File: src/rtl/tap_tune_pkg.sv
package tap_tune_pkg;

  typedef enum logic [2:0] {
    ST_IDLE,
    ST_APPLY,
    ST_TEST,
    ST_STEP,
    ST_FINAL
  } tune_st_e;

  typedef enum logic [1:0] {
    AP_IDLE,
    AP_REQ,
    AP_GAP
  } apply_st_e;

endpackage

File: src/rtl/tap_apply_ctrl.sv
// Issues two back-to-back update requests for one tap, each with a timeout.
module tap_apply_ctrl
  import tap_tune_pkg::*;
#(
  parameter int APPLY_TMO = 16
) (
  input  logic clk,
  input  logic rst_n,
  input  logic go,
  input  logic apply_ack,
  output logic apply_req,
  output logic fin,
  output logic ok
);

  localparam int TMO_W = $clog2(APPLY_TMO + 1);
  localparam logic [TMO_W-1:0] TMO_LAST = TMO_W'(APPLY_TMO - 1);

  apply_st_e        st_q, st_d;
  logic             second_q, second_d;
  logic [TMO_W-1:0] tmr_q, tmr_d;
  logic             fin_d, ok_d;

  always_comb begin
    st_d     = st_q;
    second_d = second_q;
    tmr_d    = tmr_q;
    fin_d    = 1'b0;
    ok_d     = ok;
    case (st_q)
      AP_IDLE: begin
        if (go) begin
          st_d     = AP_REQ;
          second_d = 1'b0;
          tmr_d    = '0;
        end
      end
      AP_REQ: begin
        if (apply_ack) begin
          tmr_d = '0;
          if (second_q) begin
            st_d  = AP_IDLE;
            fin_d = 1'b1;
            ok_d  = 1'b1;
          end else begin
            st_d = AP_GAP;
          end
        end else if (tmr_q == TMO_LAST) begin
          st_d  = AP_IDLE;
          fin_d = 1'b1;
          ok_d  = 1'b0;
        end else begin
          tmr_d = tmr_q + 1'b1;
        end
      end
      AP_GAP: begin
        st_d     = AP_REQ;
        second_d = 1'b1;
        tmr_d    = '0;
      end
      default: st_d = AP_IDLE;
    endcase
  end

  always_ff @(posedge clk or negedge rst_n) begin
    if (!rst_n) begin
      st_q     <= AP_IDLE;
      second_q <= 1'b0;
      tmr_q    <= '0;
      fin      <= 1'b0;
      ok       <= 1'b0;
    end else begin
      st_q     <= st_d;
      second_q <= second_d;
      tmr_q    <= tmr_d;
      fin      <= fin_d;
      ok       <= ok_d;
    end
  end

  assign apply_req = (st_q == AP_REQ);

endmodule

File: src/rtl/streak_tracker.sv
// Tracks the current and best run of passing taps and derives the run center.
module streak_tracker #(
  parameter int TAP_W    = 6,
  parameter int NUM_TAPS = 40
) (
  input  logic             clk,
  input  logic             rst_n,
  input  logic             clr,
  input  logic             upd,
  input  logic             pass,
  input  logic [TAP_W-1:0] tap,
  output logic             found,
  output logic [TAP_W-1:0] center
);

  localparam int CNT_W = $clog2(NUM_TAPS + 1);

  logic [CNT_W-1:0] cur_q, cur_d, best_q, best_d, inc;
  logic [TAP_W-1:0] end_q, end_d;

  assign inc = cur_q + CNT_W'(1);

  always_comb begin
    cur_d  = cur_q;
    best_d = best_q;
    end_d  = end_q;
    if (clr) begin
      cur_d  = '0;
      best_d = '0;
      end_d  = '0;
    end else if (upd) begin
      if (pass) begin
        cur_d = inc;
        // strictly longer only: the earlier of equal runs stays
        if (inc > best_q) begin
          best_d = inc;
          end_d  = tap;
        end
      end else begin
        cur_d = '0;
      end
    end
  end

  always_ff @(posedge clk or negedge rst_n) begin
    if (!rst_n) begin
      cur_q  <= '0;
      best_q <= '0;
      end_q  <= '0;
    end else if (clr || upd) begin
      cur_q  <= cur_d;
      best_q <= best_d;
      end_q  <= end_d;
    end
  end

  assign found  = (best_q != '0);
  assign center = end_q - TAP_W'(best_q >> 1);

endmodule

File: src/rtl/tap_sweep_tuner.sv
module tap_sweep_tuner
  import tap_tune_pkg::*;
#(
  parameter int TAP_W     = 6,
  parameter int NUM_TAPS  = 40,
  parameter int APPLY_TMO = 16
) (
  input  logic             clk,
  input  logic             rst_n,
  input  logic             start,
  input  logic             eligible,
  output logic             busy,
  output logic             done,
  output logic             reject,
  output logic             no_point,
  output logic             apply_fail,
  output logic [TAP_W-1:0] tap_val,
  output logic             apply_req,
  input  logic             apply_ack,
  output logic             test_req,
  input  logic             test_done,
  input  logic             test_pass
);

  localparam logic [TAP_W-1:0] LAST_TAP = TAP_W'(NUM_TAPS - 1);

  tune_st_e         st_q, st_d;
  logic [TAP_W-1:0] tap_q, tap_d;
  logic             go_q, go_d;
  logic             done_d, reject_d, np_d, af_d;
  logic             trk_clr, trk_upd, trk_pass, trk_found;
  logic [TAP_W-1:0] trk_center;
  logic             ap_fin, ap_ok;

  tap_apply_ctrl #(.APPLY_TMO(APPLY_TMO)) u_apply (
    .clk       (clk),
    .rst_n     (rst_n),
    .go        (go_q),
    .apply_ack (apply_ack),
    .apply_req (apply_req),
    .fin       (ap_fin),
    .ok        (ap_ok)
  );

  streak_tracker #(.TAP_W(TAP_W), .NUM_TAPS(NUM_TAPS)) u_track (
    .clk    (clk),
    .rst_n  (rst_n),
    .clr    (trk_clr),
    .upd    (trk_upd),
    .pass   (trk_pass),
    .tap    (tap_q),
    .found  (trk_found),
    .center (trk_center)
  );

  always_comb begin
    st_d     = st_q;
    tap_d    = tap_q;
    go_d     = 1'b0;
    done_d   = 1'b0;
    reject_d = 1'b0;
    np_d     = no_point;
    af_d     = apply_fail;
    trk_clr  = 1'b0;
    trk_upd  = 1'b0;
    trk_pass = 1'b0;
    case (st_q)
      ST_IDLE: begin
        if (start) begin
          if (eligible) begin
            st_d    = ST_APPLY;
            tap_d   = '0;
            go_d    = 1'b1;
            trk_clr = 1'b1;
            np_d    = 1'b0;
            af_d    = 1'b0;
          end else begin
            reject_d = 1'b1;
          end
        end
      end
      ST_APPLY: begin
        if (ap_fin) begin
          if (ap_ok) begin
            st_d = ST_TEST;
          end else begin
            trk_upd = 1'b1;
            st_d    = ST_STEP;
          end
        end
      end
      ST_TEST: begin
        if (test_done) begin
          trk_upd  = 1'b1;
          trk_pass = test_pass;
          st_d     = ST_STEP;
        end
      end
      ST_STEP: begin
        if (tap_q == LAST_TAP) begin
          if (trk_found) begin
            tap_d = trk_center;
            go_d  = 1'b1;
            st_d  = ST_FINAL;
          end else begin
            np_d   = 1'b1;
            done_d = 1'b1;
            st_d   = ST_IDLE;
          end
        end else begin
          tap_d = tap_q + 1'b1;
          go_d  = 1'b1;
          st_d  = ST_APPLY;
        end
      end
      ST_FINAL: begin
        if (ap_fin) begin
          af_d   = !ap_ok;
          done_d = 1'b1;
          st_d   = ST_IDLE;
        end
      end
      default: st_d = ST_IDLE;
    endcase
  end

  always_ff @(posedge clk or negedge rst_n) begin
    if (!rst_n) begin
      st_q       <= ST_IDLE;
      tap_q      <= '0;
      go_q       <= 1'b0;
      done       <= 1'b0;
      reject     <= 1'b0;
      no_point   <= 1'b0;
      apply_fail <= 1'b0;
    end else begin
      st_q       <= st_d;
      tap_q      <= tap_d;
      go_q       <= go_d;
      done       <= done_d;
      reject     <= reject_d;
      no_point   <= np_d;
      apply_fail <= af_d;
    end
  end

  assign busy     = (st_q != ST_IDLE);
  assign test_req = (st_q == ST_TEST);
  assign tap_val  = tap_q;

endmodule

File: config.mk
export PLATFORM = sky130hd
export DESIGN_NAME = tap_sweep_tuner
export DESIGN_NICKNAME = d
export VERILOG_FILES = /design/src/rtl/tap_tune_pkg.sv /design/src/rtl/tap_apply_ctrl.sv /design/src/rtl/streak_tracker.sv /design/src/rtl/tap_sweep_tuner.sv
export SDC_FILE = /design/constraint.sdc
export NUM_CORES = 1
export LEC_CHECK = 0
export BUFFER_PORTS_ARGS = -buffer_cell sky130_fd_sc_hd__buf_4
export CORE_ASPECT_RATIO = 1.2
export CORE_MARGIN = 2
export CORE_UTILIZATION = 55
export DETAILED_ROUTE_END_ITERATION = 12
export GPL_ROUTABILITY_DRIVEN = 0
export HOLD_SLACK_MARGIN = 0.08
export MAX_ROUTING_LAYER = met4
export PLACE_DENSITY = 0.82
export SLEW_MARGIN = 40
export SYNTH_ARGS = -nofsm -noshare
export SYNTH_HDL_FRONTEND = slang
export SYNTH_SLANG_ARGS = --single-unit
export TNS_END_PERCENT = 50
File: constraint.sdc
create_clock -name clk -period 2.78 [get_ports clk]
set_input_delay 0.556 -clock clk [delete_from_list [all_inputs] [get_ports clk]]
set_output_delay 0.556 -clock clk [all_outputs]
set_load 0.01 [all_outputs]
Word level (Yosys, flattened, before mapping). Index checks and enable logic that the tools add are counted.

Word-level logic and storage cells: 133. Bits in registers: 42. Output and inout bits: 13. Bits of input ports: 7.

$lt $le $gt $ge: 1. Reduce and logical (&&, ||, !) cells: 24. Equal/unequal tests: 20. Muxes and demuxes: 69. $add $sub $neg: 4.

Operators by type and width (count): $mux 6 (15); $mux 1 (30); $mux 3 (7); $mux 5 (3); $pmux 3 s5 (1); $pmux 5 s3 (1); $reduce_bool 2->1 (7); $add 6x1->6 const B (2); $pmux 1 s2 (6); $pmux 6 s2 (1); $reduce_and 4->1 (3); $ne 2x2->1 const B (5); $reduce_and 5->1 (2); $mux 2 (4); $ne 2x1->1 const B (4); $eq 3x2->1 const B (2); $eq 6x6->1 const B (1); $gt 6x6->1 (1); $ne 3x3->1 const B (2); $pmux 2 s3 (1); $reduce_and 2->1 (3); $reduce_and 3->1 (2); $reduce_bool 3->1 (2); $reduce_bool 6->1 (1); 12 further kinds (12).

Depth between registers and ports, before layout.
Depth in word-level cells: 6. Mapped depth: 10. Mapped depth without buffers: 9.

Hierarchy. From an unflattened synthesis, not the netlist that was laid out.

Cells, all modules: 269. Area, all modules: 2597.5 um2.

By module, submodules not included: streak_tracker (area an instance 1351.3 um2, seq. area each 450.4 um2, cells each 142, instances 1); tap_sweep_tuner (area an instance 788.3 um2, seq. area each 350.3 um2, cells each 81, instances 1); tap_apply_ctrl (area an instance 457.9 um2, seq. area each 250.2 um2, cells each 46, instances 1).

Worst setup path before layout. No wires, ideal clock.

Kind: reg-to-reg. Start point: reg u_track.cur_q[0]. End point: reg u_track.best_q[4]. Slack: 0.501 ns. Buffers on the path: 1. Required time: 2.693 ns. Clock period less this slack: 2.279 ns. Setup time: 0.087 ns. Stages on the path, launching flop included: 10. Data arrival time: 2.193 ns. Cells stage by stage: dfrtp_1 -> ha_1 -> nand3_1 -> xnor2_1 -> ha_1 -> and4_1 -> a221oi_2 -> buf_6 -> nor3_2 -> a211oi_2.

Word-level cells in the longest chain between the ends: 5. Elaborated cells between the ends (all ways): 8. Classes of those cells: 1 x add/sub; 1 x order compare; 4 x mux; 2 x reduce/logical.

Ends and longest elaborated chain: start, declared (line streak_tracker.sv:18) `logic [CNT_W-1:0] cur_q, cur_d, best_q, best_d, inc;`; start signal, assigned (line streak_tracker.sv:51) `cur_q <= cur_d;`; $add 6x1->6 (*) (line streak_tracker.sv:21) `assign inc = cur_q + CNT_W'(1);`; branches (longest 4 deep; another with $gt 6x6->1); end signal, assigned (line streak_tracker.sv:52) `best_q <= best_d;`; end, declared (line streak_tracker.sv:18).

Every way passes the cells marked *. The select of a mux whose other input is x is not followed. A chain may end at the register's enable or synchronous reset.

Final worst setup path.
Start point: reg u_track.cur_q[0]. End point: reg u_track.best_q[2].

The elaborated chain is that of the path after synthesis.

==> tab_implementation.tex <==
\begin{tabular}{lr}
\hline
Metric & Value \\
\hline
\multicolumn{2}{l}{\textbf{Run status}} \\
\quad Run status & complete, no violations \\
\multicolumn{2}{l}{\textbf{Timing}} \\
\quad Share of the clock period used by the worst path & 0.943 \\
\quad Final sum of negative setup slack & 0 ns \\
\quad Count of final hold-check violations & 0 \\
\quad Minimum clock period after layout & 2.62 ns \\
\quad Slew at the pin closest to its max-slew limit & about 0.52 ns \\
\quad Hold slack & approximately 0.22 ns \\
\quad Setup repair after global routing missed its margin & no \\
\quad Maximum clock skew at final layout & 0.0132 ns \\
\quad Number of max-slew violations in the final report & 0 \\
\quad Setup violations, final & 0 \\
\quad F\_max & around 0.38 GHz \\
\quad Worst-case headroom to the max-slew limit & 0.651 \\
\multicolumn{2}{l}{\textbf{Routing}} \\
\quad Antenna-violating nets left & 0 \\
\quad Routed length per instance & about 17 µm \\
\quad Detailed-routing iteration count for the pre-antenna-repair pass & 6 \\
\quad DRT iter0 DRCs & between 100 and 150 \\
\quad Total number of vias & around 2.0k \\
\quad Remaining DRCs & 0 \\
\quad Wirelength, routed & approximately 5.5 mm \\
\quad Drt via density & between 6 and 7 \\
\multicolumn{2}{l}{\textbf{Place}} \\
\quad Port Buffer Count & 19 \\
\quad HPWL Detailed & roughly 4 mm \\
\quad Placed Instances & approximately 320 \\
\multicolumn{2}{l}{\textbf{Finish}} \\
\quad Final Core Density & 0.643 \\
\quad Area taken by multi-input logic gates & roughly 1300 µm² \\
\quad Count of antenna diodes in the layout & 0 \\
\quad Flip-flop and latch area & 1050 µm² \\
\quad Non-filler instance count after layout & about 330 \\
\quad Layout overhead on the synthesized area & 11.3\% \\
\quad Fraction of layout cells with a size suffix above 1 & 0.193 \\
\quad Fill count & about 360 \\
\quad Net count of the finished layout & 297 \\
\multicolumn{2}{l}{\textbf{Pwr}} \\
\quad Static leakage power & about 1.3 nW \\
\quad Maximum vdd ir drop & roughly 560 µV \\
\quad Cell Pwr Density & about 850 nW/µm² \\
\multicolumn{2}{l}{\textbf{Clock tree}} \\
\quad Clk Latency, worst-skew pair & $\sim$0.3 ns \\
\quad Root buffer cell & sky130\_fd\_sc\_hd\_\_clkbuf\_8 \\
\quad H-tree depth & 2 \\
\quad Number of buffers on the longest clock path & 2 \\
\quad Clock tree from TritonCTS & yes \\
\quad TritonCTS sink count & 42 \\
\quad Total clock buffers created by CTS & 5 \\
\quad Clock-pin slew on the worst setup and hold paths & $\sim$0.090 ns \\
\multicolumn{2}{l}{\textbf{Synthesis}} \\
\quad Number of flops mapped to enable cells by yosys & 0 \\
\quad Largest area contributor in the netlist & sky130\_fd\_sc\_hd\_\_dfrtp\_1 \\
\quad Cells after Synth & approximately 250 \\
\quad Average cell area after synthesis & 9.92 µm² \\
\quad Part of the Yosys area used for sequential elements & 0.421 \\
\quad Register bit count reported by yosys & 42 \\
\quad Synthesized netlist net count & $\sim$280 \\
\quad Fraction of synthesis flops using an asynchronous set or reset pin & 1.00 \\
\quad Proportion of netlist area held by the largest area contributor & 0.421 \\
\quad Leading post-synthesis cells by instance count & sky130\_fd\_sc\_hd\_\_dfrtp\_1, sky130\_fd\_sc\_hd\_\_o21ai\_0, sky130\_fd\_sc\_hd\_\_nand2\_1 \\
\quad Distinct cell type count after synthesis & 52 \\
\quad Post-synthesis instance area & between 2000 and 2500 µm² \\
\quad Dominant synthesized flop cell & sky130\_fd\_sc\_hd\_\_dfrtp\_1 \\
\quad Most common cell in the netlist & sky130\_fd\_sc\_hd\_\_dfrtp\_1 \\
\quad Largest cells by area after synthesis & sky130\_fd\_sc\_hd\_\_dfrtp\_1, sky130\_fd\_sc\_hd\_\_ha\_1, sky130\_fd\_sc\_hd\_\_o21ai\_0 \\
\quad Warnings, synthesis & 0 \\
\multicolumn{2}{l}{\textbf{Global routing}} \\
\quad Number of global-route vias before repair & between 1.5k and 2k \\
\quad Global router's overall resource usage & 0.242 \\
\quad Pin count of the biggest net entering global routing & 43 \\
\quad Congestion Overflow GR & 0 \\
\quad Antenna violations before repair & 0 \\
\quad Global-route wire length before repair & roughly 9.2 mm \\
\multicolumn{2}{l}{\textbf{Setup path}} \\
\quad Signal arrival time at the worst endpoint & 2.84 ns \\
\quad Critical-path maximum fanout & 10 \\
\quad Kind of capture point of the worst setup path & register \\
\quad Worst Setup SP & u\_track.cur\_q[0]\$\_DFFE\_PN0P\_ \\
\quad Worst reg2reg path startpoint & u\_track.cur\_q[0]\$\_DFFE\_PN0P\_ \\
\quad Nature of the critical path startpoint & register \\
\quad Endpoint required time on the critical path & $\sim$3.0 ns \\
\quad Crit Path Class & register to register \\
\multicolumn{2}{l}{\textbf{Die}} \\
\quad Io pins & 20 \\
\quad Total core area & 4330 µm² \\
\quad Die width & 65.5 µm \\
\quad Total Die Area & about 5100 µm² \\
\quad Initial core utilization & 0.578 \\
\quad Die Height & a little under 80 µm \\
\quad Total number of placement rows & 26 \\
\multicolumn{2}{l}{\textbf{Flow run}} \\
\quad Count of max-cap constraint violations & 0 \\
\multicolumn{2}{l}{\textbf{Hold path}} \\
\quad Min-delay worst type & input pin to async pin \\
\hline
\end{tabular}
[per-stage QoR]
stage               total power, W  worst slack, ns  area, µm²
global placement           0.00190            0.360       2670
CTS                        0.00236            0.146       2770
finish                     0.00236            0.157       2780
detailed placement         0.00193            0.162       2670
floorplan                  0.00163            0.501       2500
global route               0.00252           0.0243       2780
[state kept, by name (all words and copies together) (netlist names), 2 cells and up]
name,flops
u_track.cur_q,6
st_q,3
u_apply.tmr_q,5
u_apply.st_q,2
u_track.end_q,6
tap_val,6
u_track.best_q,6
[layout by cell type, fill, tap and decap left out, types with 6 or more instances in the layout]
cell type / n
sky130_fd_sc_hd__a21o_1: 7
sky130_fd_sc_hd__a21oi_1: 17
sky130_fd_sc_hd__a22o_1: 6
sky130_fd_sc_hd__buf_4: 21
sky130_fd_sc_hd__clkbuf_8: 6
sky130_fd_sc_hd__dfrtp_1: 42
sky130_fd_sc_hd__ha_1: 15
sky130_fd_sc_hd__inv_1: 15
sky130_fd_sc_hd__nand2_1: 18
sky130_fd_sc_hd__nand3_1: 14
sky130_fd_sc_hd__nor2_1: 17
sky130_fd_sc_hd__o21ai_0: 26
[final timing paths]
path	endpoint	cells past startpoint	slack, ns
setup / recovery	u_track.best_q[2]$_DFFE_PN0P_	9	0.16
hold / removal	u_track.best_q[2]$_DFFE_PN0P_	1	0.22
setup reg to reg	u_track.best_q[2]$_DFFE_PN0P_	9	0.16
hold reg to reg	st_q[2]$_DFFE_PN0P_	1	0.49
max in group asynchronous	reject$_DFF_PN0_	1	2.18
min in group clk	reject$_DFF_PN0_	2	0.42
[final cells by class]
class | count | area share
inverters | 16 | 0.0216
clock inverters | 2 | 0.00450
flip-flops and latches | 42 | 0.378
multi-input cells | 188 | 0.484
repair buffers | 21 | 0.0567
clock buffers | 6 | 0.0297
well taps | 56 | 0.0252
[critical path, cell delays in order (launching register included)]
cell and delay (ns):
sky130_fd_sc_hd__dfrtp_1 0.43, sky130_fd_sc_hd__nand3_1 0.16, sky130_fd_sc_hd__nor2_1 0.20, sky130_fd_sc_hd__xor2_2 0.24
sky130_fd_sc_hd__ha_1 0.32, sky130_fd_sc_hd__and4_1 0.30, sky130_fd_sc_hd__a221oi_2 0.33, sky130_fd_sc_hd__buf_4 0.24
sky130_fd_sc_hd__nor3_1 0.08, sky130_fd_sc_hd__a211oi_2 0.24
[cell families after synthesis]
group,synth area share
and+or+nand+nor,0.189
AOI/OAI and AO/OA,0.220
DFF,0.421
buffers and inverters,0.0461
adders and majority gates,0.0831
xor gates and xnor gates,0.0245
muxes,0.0160
[timing repair]
action                                  CTS  global route
endpoints found under the setup margin    0             4
gates resized for setup                   0             2
buffers inserted                          0             0
hold buffers                              0             0
[where the power goes]
group	switching (W)	internal (W)
sequential	0.000159	0.000745
combinational	0.000604	0.000433
clock	0.000223	0.000200
[layer usage]
layer,part of all wire,track usage,wire length (µm)
met5,0,-,0
met4,0.020,0.0813,112
met2,0.54,0.414,2930
met3,0.035,0.0449,193
met1,0.41,0.283,2240
(Power assumes the default switching activity.)
